[src/rtl/irq_msg_pkg.sv]
package irq_msg_pkg;

  // Register byte offsets
  localparam int unsigned OFF_ADDR0 = 32'h004;
  localparam int unsigned OFF_REQ0  = 32'h00C;
  localparam int unsigned OFF_ADDR1 = 32'h010;
  localparam int unsigned OFF_REQ1  = 32'h014;
  localparam int unsigned OFF_MASK  = 32'h018;
  localparam int unsigned OFF_PEND  = 32'h01C;
  localparam int unsigned OFF_ROUTE = 32'h024;
  localparam int unsigned OFF_LEVEL = 32'h028;

  typedef enum logic [3:0] {
    RD_NONE,
    RD_ADDR0,
    RD_REQ0,
    RD_ADDR1,
    RD_REQ1,
    RD_MASK,
    RD_PEND,
    RD_ROUTE,
    RD_LEVEL
  } rd_sel_e;

  // Strobes from the sequencer to the datapath
  typedef struct packed {
    logic    wrAddr0;
    logic    wrAddr1;
    logic    wrMask;
    logic    wrRoute;
    logic    clrPend;
    logic    loadMsg;
    rd_sel_e rdSel;
  } strobe_t;

endpackage

[src/rtl/irq_msg_sync.sv]
module irq_msg_sync #(
  parameter int WIDTH  = 11,
  parameter int STAGES = 2
) (
  input  logic             clk,
  input  logic             rst,
  input  logic [WIDTH-1:0] din,
  output logic [WIDTH-1:0] dout
);

  generate
    if (STAGES == 0) begin : g_bypass
      assign dout = din;
    end else begin : g_chain
      logic [STAGES-1:0][WIDTH-1:0] stg;

      always_ff @(posedge clk) begin
        if (rst) begin
          stg <= '0;
        end else begin
          stg[0] <= din;
          for (int i = 1; i < STAGES; i++) begin
            stg[i] <= stg[i-1];
          end
        end
      end

      assign dout = stg[STAGES-1];
    end
  endgenerate

endmodule

[src/rtl/irq_msg_seq.sv]
module irq_msg_seq
  import irq_msg_pkg::*;
#(
  parameter int ADDR_W = 12
) (
  input  logic              clk,
  input  logic              rst,
  input  logic [ADDR_W-1:0] busAddr,
  input  logic              busWrEn,
  input  logic              busRdEn,
  input  logic              queueNz,
  input  logic              msgReady,
  output strobe_t           strb,
  output logic              msgValid
);

  localparam logic [ADDR_W-1:0] A_ADDR0 = ADDR_W'(OFF_ADDR0);
  localparam logic [ADDR_W-1:0] A_REQ0  = ADDR_W'(OFF_REQ0);
  localparam logic [ADDR_W-1:0] A_ADDR1 = ADDR_W'(OFF_ADDR1);
  localparam logic [ADDR_W-1:0] A_REQ1  = ADDR_W'(OFF_REQ1);
  localparam logic [ADDR_W-1:0] A_MASK  = ADDR_W'(OFF_MASK);
  localparam logic [ADDR_W-1:0] A_PEND  = ADDR_W'(OFF_PEND);
  localparam logic [ADDR_W-1:0] A_ROUTE = ADDR_W'(OFF_ROUTE);
  localparam logic [ADDR_W-1:0] A_LEVEL = ADDR_W'(OFF_LEVEL);

  typedef enum logic {ST_IDLE, ST_SEND} state_e;

  state_e  stateQ, stateD;
  rd_sel_e selDec;
  logic    hitAddr0, hitAddr1, hitMask, hitRoute, hitPend;
  logic    loadMsg;

  // Register decode
  always_comb begin
    selDec   = RD_NONE;
    hitAddr0 = 1'b0;
    hitAddr1 = 1'b0;
    hitMask  = 1'b0;
    hitRoute = 1'b0;
    hitPend  = 1'b0;
    case (busAddr)
      A_ADDR0: begin selDec = RD_ADDR0; hitAddr0 = 1'b1; end
      A_REQ0:  selDec = RD_REQ0;
      A_ADDR1: begin selDec = RD_ADDR1; hitAddr1 = 1'b1; end
      A_REQ1:  selDec = RD_REQ1;
      A_MASK:  begin selDec = RD_MASK;  hitMask  = 1'b1; end
      A_PEND:  begin selDec = RD_PEND;  hitPend  = 1'b1; end
      A_ROUTE: begin selDec = RD_ROUTE; hitRoute = 1'b1; end
      A_LEVEL: selDec = RD_LEVEL;
      default: selDec = RD_NONE;
    endcase
  end

  // Outbound sequencing: load a new message whenever the slot is empty
  // or is being emptied by a handshake in this cycle.
  assign loadMsg = queueNz && ((stateQ == ST_IDLE) || msgReady);

  always_comb begin
    stateD = stateQ;
    if (loadMsg) begin
      stateD = ST_SEND;
    end else if ((stateQ == ST_SEND) && msgReady) begin
      stateD = ST_IDLE;
    end
  end

  always_ff @(posedge clk) begin
    if (rst) begin
      stateQ <= ST_IDLE;
    end else begin
      stateQ <= stateD;
    end
  end

  assign msgValid = (stateQ == ST_SEND);

  always_comb begin
    strb         = '0;
    strb.wrAddr0 = busWrEn && hitAddr0;
    strb.wrAddr1 = busWrEn && hitAddr1;
    strb.wrMask  = busWrEn && hitMask;
    strb.wrRoute = busWrEn && hitRoute;
    strb.clrPend = (busWrEn || busRdEn) && hitPend;
    strb.loadMsg = loadMsg;
    strb.rdSel   = busRdEn ? selDec : RD_NONE;
  end

endmodule

[src/rtl/irq_msg_datapath.sv]
module irq_msg_datapath
  import irq_msg_pkg::*;
#(
  parameter int NUM_SRC = 11,
  parameter int DATA_W  = 32,
  parameter int VEC_W   = 5
) (
  input  logic               clk,
  input  logic               rst,
  input  strobe_t            strb,
  input  logic [DATA_W-1:0]  wrData,
  input  logic [NUM_SRC-1:0] srcSync,
  output logic [DATA_W-1:0]  rdData,
  output logic               queueNz,
  output logic [DATA_W-1:0]  msgAddr,
  output logic [DATA_W-1:0]  msgData,
  output logic [NUM_SRC-1:0] levelQ,
  output logic [NUM_SRC-1:0] pendQ,
  output logic [NUM_SRC-1:0] riseVec,
  output logic [NUM_SRC-1:0] queueQ
);

  logic [DATA_W-1:0]  addr0Q, addr1Q, chosenAddr;
  logic [NUM_SRC-1:0] maskQ, routeQ, pickOh, req0, req1;
  logic [DATA_W-1:0]  msgAddrQ, msgDataQ;

  assign riseVec = srcSync & ~levelQ;
  assign req0    = levelQ & maskQ & ~routeQ;
  assign req1    = levelQ & maskQ & routeQ;
  assign queueNz = |queueQ;

  // Lowest queued line wins
  always_comb begin
    pickOh = '0;
    for (int i = NUM_SRC - 1; i >= 0; i--) begin
      if (queueQ[i]) begin
        pickOh    = '0;
        pickOh[i] = 1'b1;
      end
    end
  end

  assign chosenAddr = (|(pickOh & routeQ)) ? addr1Q : addr0Q;

  // Software-visible registers
  always_ff @(posedge clk) begin
    if (rst) begin
      addr0Q <= '0;
      addr1Q <= '0;
      maskQ  <= '0;
      routeQ <= '0;
    end else begin
      if (strb.wrAddr0) addr0Q <= wrData;
      if (strb.wrAddr1) addr1Q <= wrData;
      if (strb.wrMask)  maskQ  <= wrData[NUM_SRC-1:0];
      if (strb.wrRoute) routeQ <= wrData[NUM_SRC-1:0];
    end
  end

  // Level, pending and outbound queue
  always_ff @(posedge clk) begin
    if (rst) begin
      levelQ <= '0;
      pendQ  <= '0;
      queueQ <= '0;
    end else begin
      levelQ <= srcSync;
      pendQ  <= (strb.clrPend ? '0 : pendQ) | riseVec;
      queueQ <= (queueQ & ~(strb.loadMsg ? pickOh : '0)) | (riseVec & maskQ);
    end
  end

  // Message holding register
  always_ff @(posedge clk) begin
    if (rst) begin
      msgAddrQ <= '0;
      msgDataQ <= '0;
    end else if (strb.loadMsg) begin
      msgAddrQ <= {chosenAddr[DATA_W-1:VEC_W], {VEC_W{1'b0}}};
      msgDataQ <= DATA_W'(chosenAddr[VEC_W-1:0]);
    end
  end

  assign msgAddr = msgAddrQ;
  assign msgData = msgDataQ;

  // Read mux
  always_comb begin
    case (strb.rdSel)
      RD_ADDR0: rdData = addr0Q;
      RD_ADDR1: rdData = addr1Q;
      RD_REQ0:  rdData = DATA_W'(req0);
      RD_REQ1:  rdData = DATA_W'(req1);
      RD_MASK:  rdData = DATA_W'(maskQ);
      RD_PEND:  rdData = DATA_W'(pendQ);
      RD_ROUTE: rdData = DATA_W'(routeQ);
      RD_LEVEL: rdData = DATA_W'(levelQ);
      default:  rdData = '0;
    endcase
  end

endmodule

[src/rtl/irq_msg_ctrl.sv]
module irq_msg_ctrl
  import irq_msg_pkg::*;
#(
  parameter int NUM_SRC     = 11,
  parameter int ADDR_W      = 12,
  parameter int DATA_W      = 32,
  parameter int VEC_W       = 5,
  parameter int SYNC_STAGES = 2
) (
  input  logic               clk,
  input  logic               rst,
  input  logic [NUM_SRC-1:0] srcIn,
  input  logic [ADDR_W-1:0]  busAddr,
  input  logic               busWrEn,
  input  logic [DATA_W-1:0]  busWrData,
  input  logic               busRdEn,
  output logic [DATA_W-1:0]  busRdData,
  output logic [DATA_W-1:0]  msgAddr,
  output logic [DATA_W-1:0]  msgData,
  output logic               msgValid,
  input  logic               msgReady
);

  strobe_t            strb;
  logic [NUM_SRC-1:0] srcSync;
  logic [NUM_SRC-1:0] levelQ, pendQ, riseVec, queueQ;
  logic               queueNz;

  irq_msg_sync #(.WIDTH(NUM_SRC), .STAGES(SYNC_STAGES)) u_sync (
    .clk  (clk),
    .rst  (rst),
    .din  (srcIn),
    .dout (srcSync)
  );

  irq_msg_seq #(.ADDR_W(ADDR_W)) u_seq (
    .clk      (clk),
    .rst      (rst),
    .busAddr  (busAddr),
    .busWrEn  (busWrEn),
    .busRdEn  (busRdEn),
    .queueNz  (queueNz),
    .msgReady (msgReady),
    .strb     (strb),
    .msgValid (msgValid)
  );

  irq_msg_datapath #(.NUM_SRC(NUM_SRC), .DATA_W(DATA_W), .VEC_W(VEC_W)) u_dp (
    .clk     (clk),
    .rst     (rst),
    .strb    (strb),
    .wrData  (busWrData),
    .srcSync (srcSync),
    .rdData  (busRdData),
    .queueNz (queueNz),
    .msgAddr (msgAddr),
    .msgData (msgData),
    .levelQ  (levelQ),
    .pendQ   (pendQ),
    .riseVec (riseVec),
    .queueQ  (queueQ)
  );

endmodule

[config.mk]
export PLATFORM = sky130hd
export DESIGN_NAME = irq_msg_ctrl
export DESIGN_NICKNAME = d
export VERILOG_FILES = /design/src/rtl/irq_msg_pkg.sv /design/src/rtl/irq_msg_sync.sv /design/src/rtl/irq_msg_seq.sv /design/src/rtl/irq_msg_datapath.sv /design/src/rtl/irq_msg_ctrl.sv
export SDC_FILE = /design/constraint.sdc
export NUM_CORES = 1
export LEC_CHECK = 0
export ABC_CLOCK_PERIOD_IN_PS = 3400
export BUFFER_PORTS_ARGS = -buffer_cell sky130_fd_sc_hd__buf_2
export CAP_MARGIN = 20
export CORE_MARGIN = 2
export CORE_UTILIZATION = 59
export DETAILED_ROUTE_END_ITERATION = 6
export GPL_ROUTABILITY_DRIVEN = 0
export PLACE_DENSITY_LB_ADDON = 0.15
export SLEW_MARGIN = 20
export SYNTH_ARGS = -nofsm -noshare
export SYNTH_HDL_FRONTEND = slang
export SYNTH_SLANG_ARGS = --single-unit
[constraint.sdc]
create_clock -name clk -period 3.4 [get_ports clk]
set_input_delay 0.34 -clock clk [delete_from_list [all_inputs] [get_ports clk]]
set_output_delay 0.34 -clock clk [all_outputs]
set_load 0.02 [all_outputs]
---- Word-level counts from Yosys, hierarchy flattened ----
Cells that the tools add are included.
storage, ports and cells
  register bits after elaboration ......... 174
  input bits .............................. 60
  output and inout port bits .............. 97
  word-level logic and storage cells ...... 77
operators by class
  eq/ne operators ......................... 16
  multiplexer cells ....................... 24
  bitwise gates (word level) .............. 13
  reductions and logical operators ........ 12
operators with widths
  kind                                            number
  one-hot mux 32 bit (8 select lines)             1
  2-to-1 mux 11 bit                               13
  AND 11 bit                                      7
  == test 12 x 5 -> 1 bit, second input constant  4
  NOT 11 bit                                      3
  2-to-1 mux 32 bit                               1
  one-hot mux 4 bit (8 select lines)              1
  == test 12 x 6 -> 1 bit, second input constant  2
  OR 11 bit                                       2
  OR reduction 11 bit                             2
  == test 4 x 3 -> 1 bit, second input constant   4
  == test 12 x 3 -> 1 bit, second input constant  1
  == test 12 x 4 -> 1 bit, second input constant  1
  == test 4 x 2 -> 1 bit, second input constant   2
  logical AND 1 bit                               7
  2-to-1 mux 1 bit                                7
  == test 4 x 1 -> 1 bit, second input constant   1
  == test 4 bit, second input constant            1
  2-to-1 mux 4 bit                                1
  logical OR 1 bit                                2
  nonzero test 2 bit                              1
  NOT 1 bit                                       1

---- Logic depth before layout (Yosys ltp) ----
Gate-level depths: netlist (run 1).
  depth in word-level cells ............... 15
  gate-level depth with buffers ........... 8
  gate-level depth less buffers ........... 5

---- Hierarchy ----
Synthesis (run 1) repeated with hierarchy kept, for this count alone.
second synthesis, totals
  cells, all modules ...................... 837
  area, all modules ....................... 7906.3 um^2
modules (own cells, without submodules)
  module            instances  cells each  area an instance (um^2)  seq. area each (um^2)
  irq_msg_datapath  1          746         6945.4                   3022.9
  irq_msg_sync      1          57          723.2                    440.4
  irq_msg_seq       1          34          237.7                    20.0

---- Worst setup path after synthesis (run 1) ----
Ideal clock, no wire load.
  path type ............................... input to output
  start ................................... in busAddr[3]
  end ..................................... out busRdData[10]
  arrival ................................. 1.906 ns
  data required time ...................... 3.060 ns
  slack ................................... 1.154 ns
  cell stages on the path ................. 6
  path buffers ............................ 1
  cell sequence ........................... or3b_1 -> a211oi_2 -> and4b_1 -> buf_2 -> a31oi_1 -> o221ai_1
on the way
  longest elaborated chain between the ends .. 5
  elaborated cells between the ends (all ways) .. 19
ends and longest elaborated chain
  element                                                line                    text
  start: declaration                                     irq_msg_ctrl.sv:13      input logic [ADDR_W-1:0] busAddr,
  == test 12 x 6 -> 1 bit, or another cell as far along  irq_msg_seq.sv:41       case (busAddr)
  one-hot mux 4 bit (8 select lines) (*)                 irq_msg_seq.sv:41
  2-to-1 mux 4 bit (*)                                   irq_msg_seq.sv:85       strb.rdSel = busRdEn ? selDec : RD_NONE;
  == test 4 bit, or another cell as far along            irq_msg_datapath.sv:89  case (strb.rdSel)
  one-hot mux 32 bit (8 select lines) (*)                irq_msg_datapath.sv:89
  end: declaration                                       irq_msg_ctrl.sv:17      output logic [DATA_W-1:0] busRdData,
Mark *: on every way between the ends. The rest lies on a longest branch, timed or not.

---- Worst setup path after layout (run 1) ----
  start ................................... in busAddr[4]
  end ..................................... out busRdData[0]
The elaborated chain is that of the path after synthesis.

==> results of run 1 <==
[area by class of cell]
cell class,count,share of cell area [%]
Multi-Input combinational cell,698,42.6
Sequential cell,174,39.0
Timing Repair Buffer,149,9.07
Clock buffer,21,5.04
Tap cell,172,2.41
Clock inverter,11,1.82
Inverter,2,0.0840
[through the flow]
step	power, mW	cell area [µm²]	hold WS, ns
6_report	4.28	8940	0.114
5_1_grt	4.40	8940	0.134
4_1_cts	4.29	8940	0.110
3_5_place_dp	2.29	8330	0.429
3_3_place_gp	2.28	8330	0.417
2_1_floorplan	2.24	7840	0.414
[synth_stat cells, drive strengths merged, types with 14 or more instances]
cell and count:
nor3 14, nor2b 50, buf 59, nand4 32
dfxtp 174, a21oi 109, nor2 20, o211ai 29
clkbuf 49, nand2 249, a22oi 25, a22o 21
[report_power, final]
part           internal [mW]  switching [mW]  leakage [nW]  total [mW]
sequential              2.06          0.0112          1.41        2.07
combinational         0.0526           0.118          1.56       0.171
clock                   1.25           0.788         0.305        2.03
total                   3.36           0.917          3.27        4.28
[worst max-delay path by stage]
| stage | from | to | slack [ns] |
|---|---|---|---|
| final | busAddr[4] | busRdData[0] | 0.54 |
| after global routing | busAddr[4] | busRdData[1] | 0.47 |
| after CTS | busAddr[4] | busRdData[7] | 0.64 |
| after detailed placement | busAddr[4] | busRdData[6] | 0.64 |
| after global placement | busAddr[4] | busRdData[7] | 0.68 |
| after floorplan | busAddr[3] | busRdData[10] | 1.15 |
[registers in the layout, summed over array words and instances (netlist names)]
| name | flops |
|---|---|
| u_dp.addr0Q | 32 |
| u_dp.addr1Q | 32 |
| u_dp.levelQ | 11 |
| u_dp.maskQ | 11 |
| u_dp.msgAddr | 27 |
| u_dp.msgData | 5 |
| u_dp.pendQ | 11 |
| u_dp.queueQ | 11 |
| u_dp.routeQ | 11 |
| u_seq.msgValid | 1 |
| u_sync.dout | 11 |
| u_sync.g_chain.stg | 11 |
[worst max-delay path: stages]
cell and delay [ns]:
buf_2 0.17, or3b_1 0.41, a211oi_2 0.39, and4b_1 0.53, a31oi_1 0.18, o221ai_1 0.28, buf_2 0.22
[kinds of logic after synthesis]
logic type	synth area share [%]
other cells	0.0486
simple gates	25.3
flops	45.1
buf+inv	7.41
compound gates	22.1
[metal layers]
metal	vias to the layer above	track usage (%)
li1	3474	-
met2	337	48.1
met5	-	0
met3	71	5.41
met4	0	14.4
met1	3399	36.9
==> flow_metrics.tcl, run 1 <==
set metrics [dict create \
    status "completed" \
    place_hpwl_um 13700 \
    p_leak_nw 3.27 \
    cts_max_path_buffers 2 \
    ys_types 53 \
    io_pins 157 \
    std_cell_rows 41 \
    cts_root_buf "clkbuf_16" \
    power_density_nw_per_um2 478 \
    worstPathMaxFanout 13 \
    cap_viol_max_count 0 \
    hold_start "srcIn[5]" \
    tightest_slew_ns 0.920 \
    ys_async_sr_fraction_pct 0 \
    drt-met1-wl_um 8490 \
    skew_ns 0.00552 \
    multi_input_comb_area_um2 3810 \
    yosysSeqAreaShare_pct 45.1 \
    worst_slack_ns 0.539 \
    viasPerCell 5.93 \
    wirelength_um 20600 \
    timing.final.hold_violations 0 \
    hold_depth 2 \
    wl_per_cell_um 16.8 \
    cp.arrival_ns 2.52 \
    postCtsSetupBuffers 0 \
    yosys_warnings 0 \
    routed-wl-met3_um 1620 \
    first_pass_iters 5 \
    layout-drive-gt1-share_pct 18.2 \
    cts_hold_buf 0 \
    fin_nets 1102 \
    die_h_um 118 \
    worstRegToRegCells 6 \
    fillers 1093 \
    track_usage_pct 29.3 \
    diodes 0 \
    h-tree-depth 4 \
    rsz0062_at_grt "no" \
    core-area_um2 12700 \
    first_global_vias 6741 \
    initial_core_util_pct 60.7 \
    die-area_um2 14000 \
    ant_nets 0 \
    synthFlopType "dfxtp_1" \
    critical_path.endpoint_type "output pin" \
    crit_required_ns 3.06 \
    maxUsedRoutingLayer "met4" \
    pre_cts_slack_ns 0.640 \
    ctsResizeCount 0 \
    die_x_um 118 \
    seqCellArea_um2 3480 \
    synth_edf_count 0 \
    final_cells 1227 \
    setup_violations 0 \
    syn_inst 951 \
    critPathLaunchType "primary input" \
    synth_area_leaders "dfxtp_1 (45%), nand2_1 (12%), a21oi_1 (7.1%)" \
    io_buffer_count 124 \
    slew_viol_final 0 \
    synth_top_area_share_pct 45.1 \
    dr_total_vias 7281 \
    final_core_util_pct 70.3 \
    areaGrowthSynthToFinish_pct 15.8 \
    cts_tree "done" \
    finalCriticalPeriod_ns 2.86 \
    post-route-period-util_pct 84.2 \
    synth_top_area_cell "dfxtp_1" \
    finalSetupTns_ns 0 \
    timing.rr.start "u_dp.queueQ[0]$_SDFF_PP0_" \
    fmax_ghz 0.350 \
    path_clk_slew_ns 0.06 \
    numCtsBuffers 17 \
    ys_ff_latch 174 \
    r2r_end "u_dp.msgData[2]$_SDFFE_PP0P_" \
    synth_area_um2 7720 \
    antenna_found_initial 0 \
    final_cell_mix "nand2_1 (249), dfxtp_1 (174), buf_2 (123), a21oi_1 (109), nor2b_1 (50)" \
    drt_iter0_drc 613 \
    met2WireLength_um 9790 \
    relSlewSlack_pct 38.6 \
    setup.worst_path.class "primary input to output pin" \
    drcViolationCount 0 \
    hold_path_class "primary input to register" \
    grt_max_degree 92 \
    syn_area_per_cell_um2 8.12 \
    grt_overflow 0 \
    mostFrequentLayoutCell "nand2_1" \
    vdd_drop_max_mv 0.266 \
    clk-insertion-delay-late_ns 0.43 \
    clock-sinks 174 \
    place_inst 1195 \
    grt_pass1_wl_um 33100 \
    r2r_slack_ns 1.27 \
    hold_end "u_sync.g_chain.stg[5]$_SDFF_PP0_" \
]
Power figures use the tool's default switching activity.
==> inputs of run 2 (changes only) <==
--- a/config.mk
+++ b/config.mk
@@ -5,11 +5,11 @@
 export SDC_FILE = /design/constraint.sdc
 export NUM_CORES = 1
 export LEC_CHECK = 0
-export ABC_CLOCK_PERIOD_IN_PS = 3400
+export ABC_CLOCK_PERIOD_IN_PS = 2900
 export BUFFER_PORTS_ARGS = -buffer_cell sky130_fd_sc_hd__buf_2
 export CAP_MARGIN = 20
 export CORE_MARGIN = 2
-export CORE_UTILIZATION = 59
+export CORE_UTILIZATION = 55
 export DETAILED_ROUTE_END_ITERATION = 6
 export GPL_ROUTABILITY_DRIVEN = 0
 export PLACE_DENSITY_LB_ADDON = 0.15
==> constraint.sdc (replaced) <==
create_clock -name clk -period 2.9 [get_ports clk]
set_input_delay 0.29 -clock clk [delete_from_list [all_inputs] [get_ports clk]]
set_output_delay 0.29 -clock clk [all_outputs]
set_load 0.02 [all_outputs]
==> run 2 against run 1 <==
Net effect:
- global-route usage is 0.29 points lower
- largest cell class unchanged
- total power is 15% higher
- critical path type unchanged
- non-clock buffer count is 2 higher
==> flow_metrics.tcl, run 2 (synthesized netlist as in run 1, its figures left out) <==
set metrics [dict create \
    timing.final.hold_violations 0 \
    io_buffer_count 124 \
    layout-drive-gt1-share_pct 18.0 \
    numCtsBuffers 17 \
    place_hpwl_um 13900 \
    first_pass_iters 5 \
    track_usage_pct 29.0 \
    fin_nets 1104 \
    wirelength_um 21300 \
    status "completed" \
    path_clk_slew_ns 0.06 \
    wl_per_cell_um 17.2 \
    initial_core_util_pct 56.1 \
    clk-insertion-delay-late_ns 0.44 \
    rsz0062_at_grt "no" \
    die-area_um2 15000 \
    final_area_um2 8960 \
    cts_root_buf "clkbuf_16" \
    tightest_slew_ns 0.819 \
    place_inst 1205 \
    cp.arrival_ns 2.28 \
    drcViolationCount 0 \
    fmax_ghz 0.390 \
    cp_slowest_stage_delay_ns 0.51 \
    slew_viol_final 0 \
    grt_pass1_wl_um 33600 \
    areaGrowthSynthToFinish_pct 16.1 \
    hold_path_class "primary input to register" \
    final_cells 1236 \
    dr_total_vias 7290 \
    cp_common_cell "buf_2" \
    mostFrequentLayoutCell "nand2_1" \
    critPathLaunchType "primary input" \
    diodes 0 \
    final_cell_mix "nand2_1 (249), dfxtp_1 (174), buf_2 (123), a21oi_1 (109), nor2b_1 (50)" \
    antenna_found_initial 1 \
    setup.worst_path.class "primary input to output pin" \
    critical_path.endpoint_type "output pin" \
    std_cell_rows 43 \
    crit_required_ns 2.61 \
    grt_overflow 0 \
    cts_max_path_buffers 2 \
    worstPathMaxFanout 13 \
    p_leak_nw 3.27 \
    viasPerCell 5.90 \
    first_global_vias 6536 \
    cap_viol_max_count 0 \
    io_pins 157 \
    core-area_um2 13800 \
    crit_chain "buf_2 -> or3b_1 -> a211oi_2 -> and4b_1 -> a31oi_1 -> o221ai_1 -> buf_2" \
    dpl_cell_area_um2 8380 \
    vdd_drop_max_mv 0.395 \
    cts_hold_buf 0 \
    power_density_nw_per_um2 550 \
    relSlewSlack_pct 45.4 \
    finalSetupTns_ns 0 \
    ctsResizeCount 0 \
    finalPower_mw 4.93 \
    finalCriticalPeriod_ns 2.57 \
    postCtsSetupBuffers 0 \
    post-route-period-util_pct 88.5 \
    fillers 1251 \
    die_h_um 122 \
    cp_slowest_cell "and4b_1" \
    multi_input_comb_area_um2 3810 \
    cts_tree "done" \
    grt_max_degree 74 \
    h-tree-depth 4 \
    skew_ns 0.00848 \
    ant_nets 0 \
    clock-sinks 174 \
    seqCellArea_um2 3480 \
    drt_iter0_drc 802 \
    die_x_um 122 \
    setup_violations 0 \
]
[run 2: cell count changes in the layout (fill, tap and decap cells not counted)]
| cell | delta |
|---|---|
| bufinv_16 | -1 |
| inv_6 | -2 |
| buf_12 | +2 |
| clkbuf_1 | +3 |
| clkbuf_8 | +1 |
| clkinv_4 | +1 |
| clkinv_2 | -3 |
[run 2: where the power goes]
part | switching (mW) | leakage [nW] | total (mW) | internal [mW]
clock network | 0.899 | 0.285 | 2.29 | 1.39
registers | 0.0129 | 1.41 | 2.43 | 2.42
logic | 0.141 | 1.57 | 0.205 | 0.0643
total | 1.05 | 3.27 | 4.93 | 3.88
[run 2: final cells by class]
class                           count  area share [%]
Timing Repair Buffer              151            9.49
Clock inverter                      6            1.21
Inverter                            2          0.0838
Multi-Input combinational cell    698            42.5
Tap cell                          180            2.51
Clock buffer                       25            5.31
Sequential cell                   174            38.9
[run 2: final timing paths]
kind | depth (start not counted) | from | endpoint | slack (ns)
worst max-delay path | 7 | busAddr[4] | busRdData[5] | 0.33
worst min-delay path | 2 | srcIn[7] | u_sync.g_chain.stg[7]$_SDFF_PP0_ | 0.06
worst max register to register | 6 | u_dp.queueQ[9]$_SDFF_PP0_ | u_dp.msgAddr[11]$_SDFFE_PP0P_ | 0.49
worst min register to register | 1 | u_sync.g_chain.stg[4]$_SDFF_PP0_ | u_sync.dout[4]$_SDFF_PP0_ | 0.44
[run 2: stage by stage]
stage          util (%)  setup slack [ns]  hold WS, ns
6_report           65.1             0.334       0.0644
4_1_cts            65.1             0.364       0.0583
2_1_floorplan         -             0.754        0.414
3_3_place_gp       60.8             0.388        0.419
3_5_place_dp       60.8             0.364        0.426
5_1_grt            65.1             0.225       0.0585
[run 2: worst max-delay path, delay by kind of cell]
kind                   cells  cell delay [ns]
and+or+nand+nor            2             0.93
AOI/OAI and AO/OA          3             0.66
buffers and inverters      2             0.38
[run 2: routing by layer]
metal | wire, µm | vias up | global-route usage, %
li1 | - | 3481 | -
met1 | 8940 | 3423 | 37.2
met2 | 9920 | 334 | 46.0
met3 | 1670 | 50 | 7.11
met4 | 731 | 2 | 13.4
met5 | 13 | - | 0
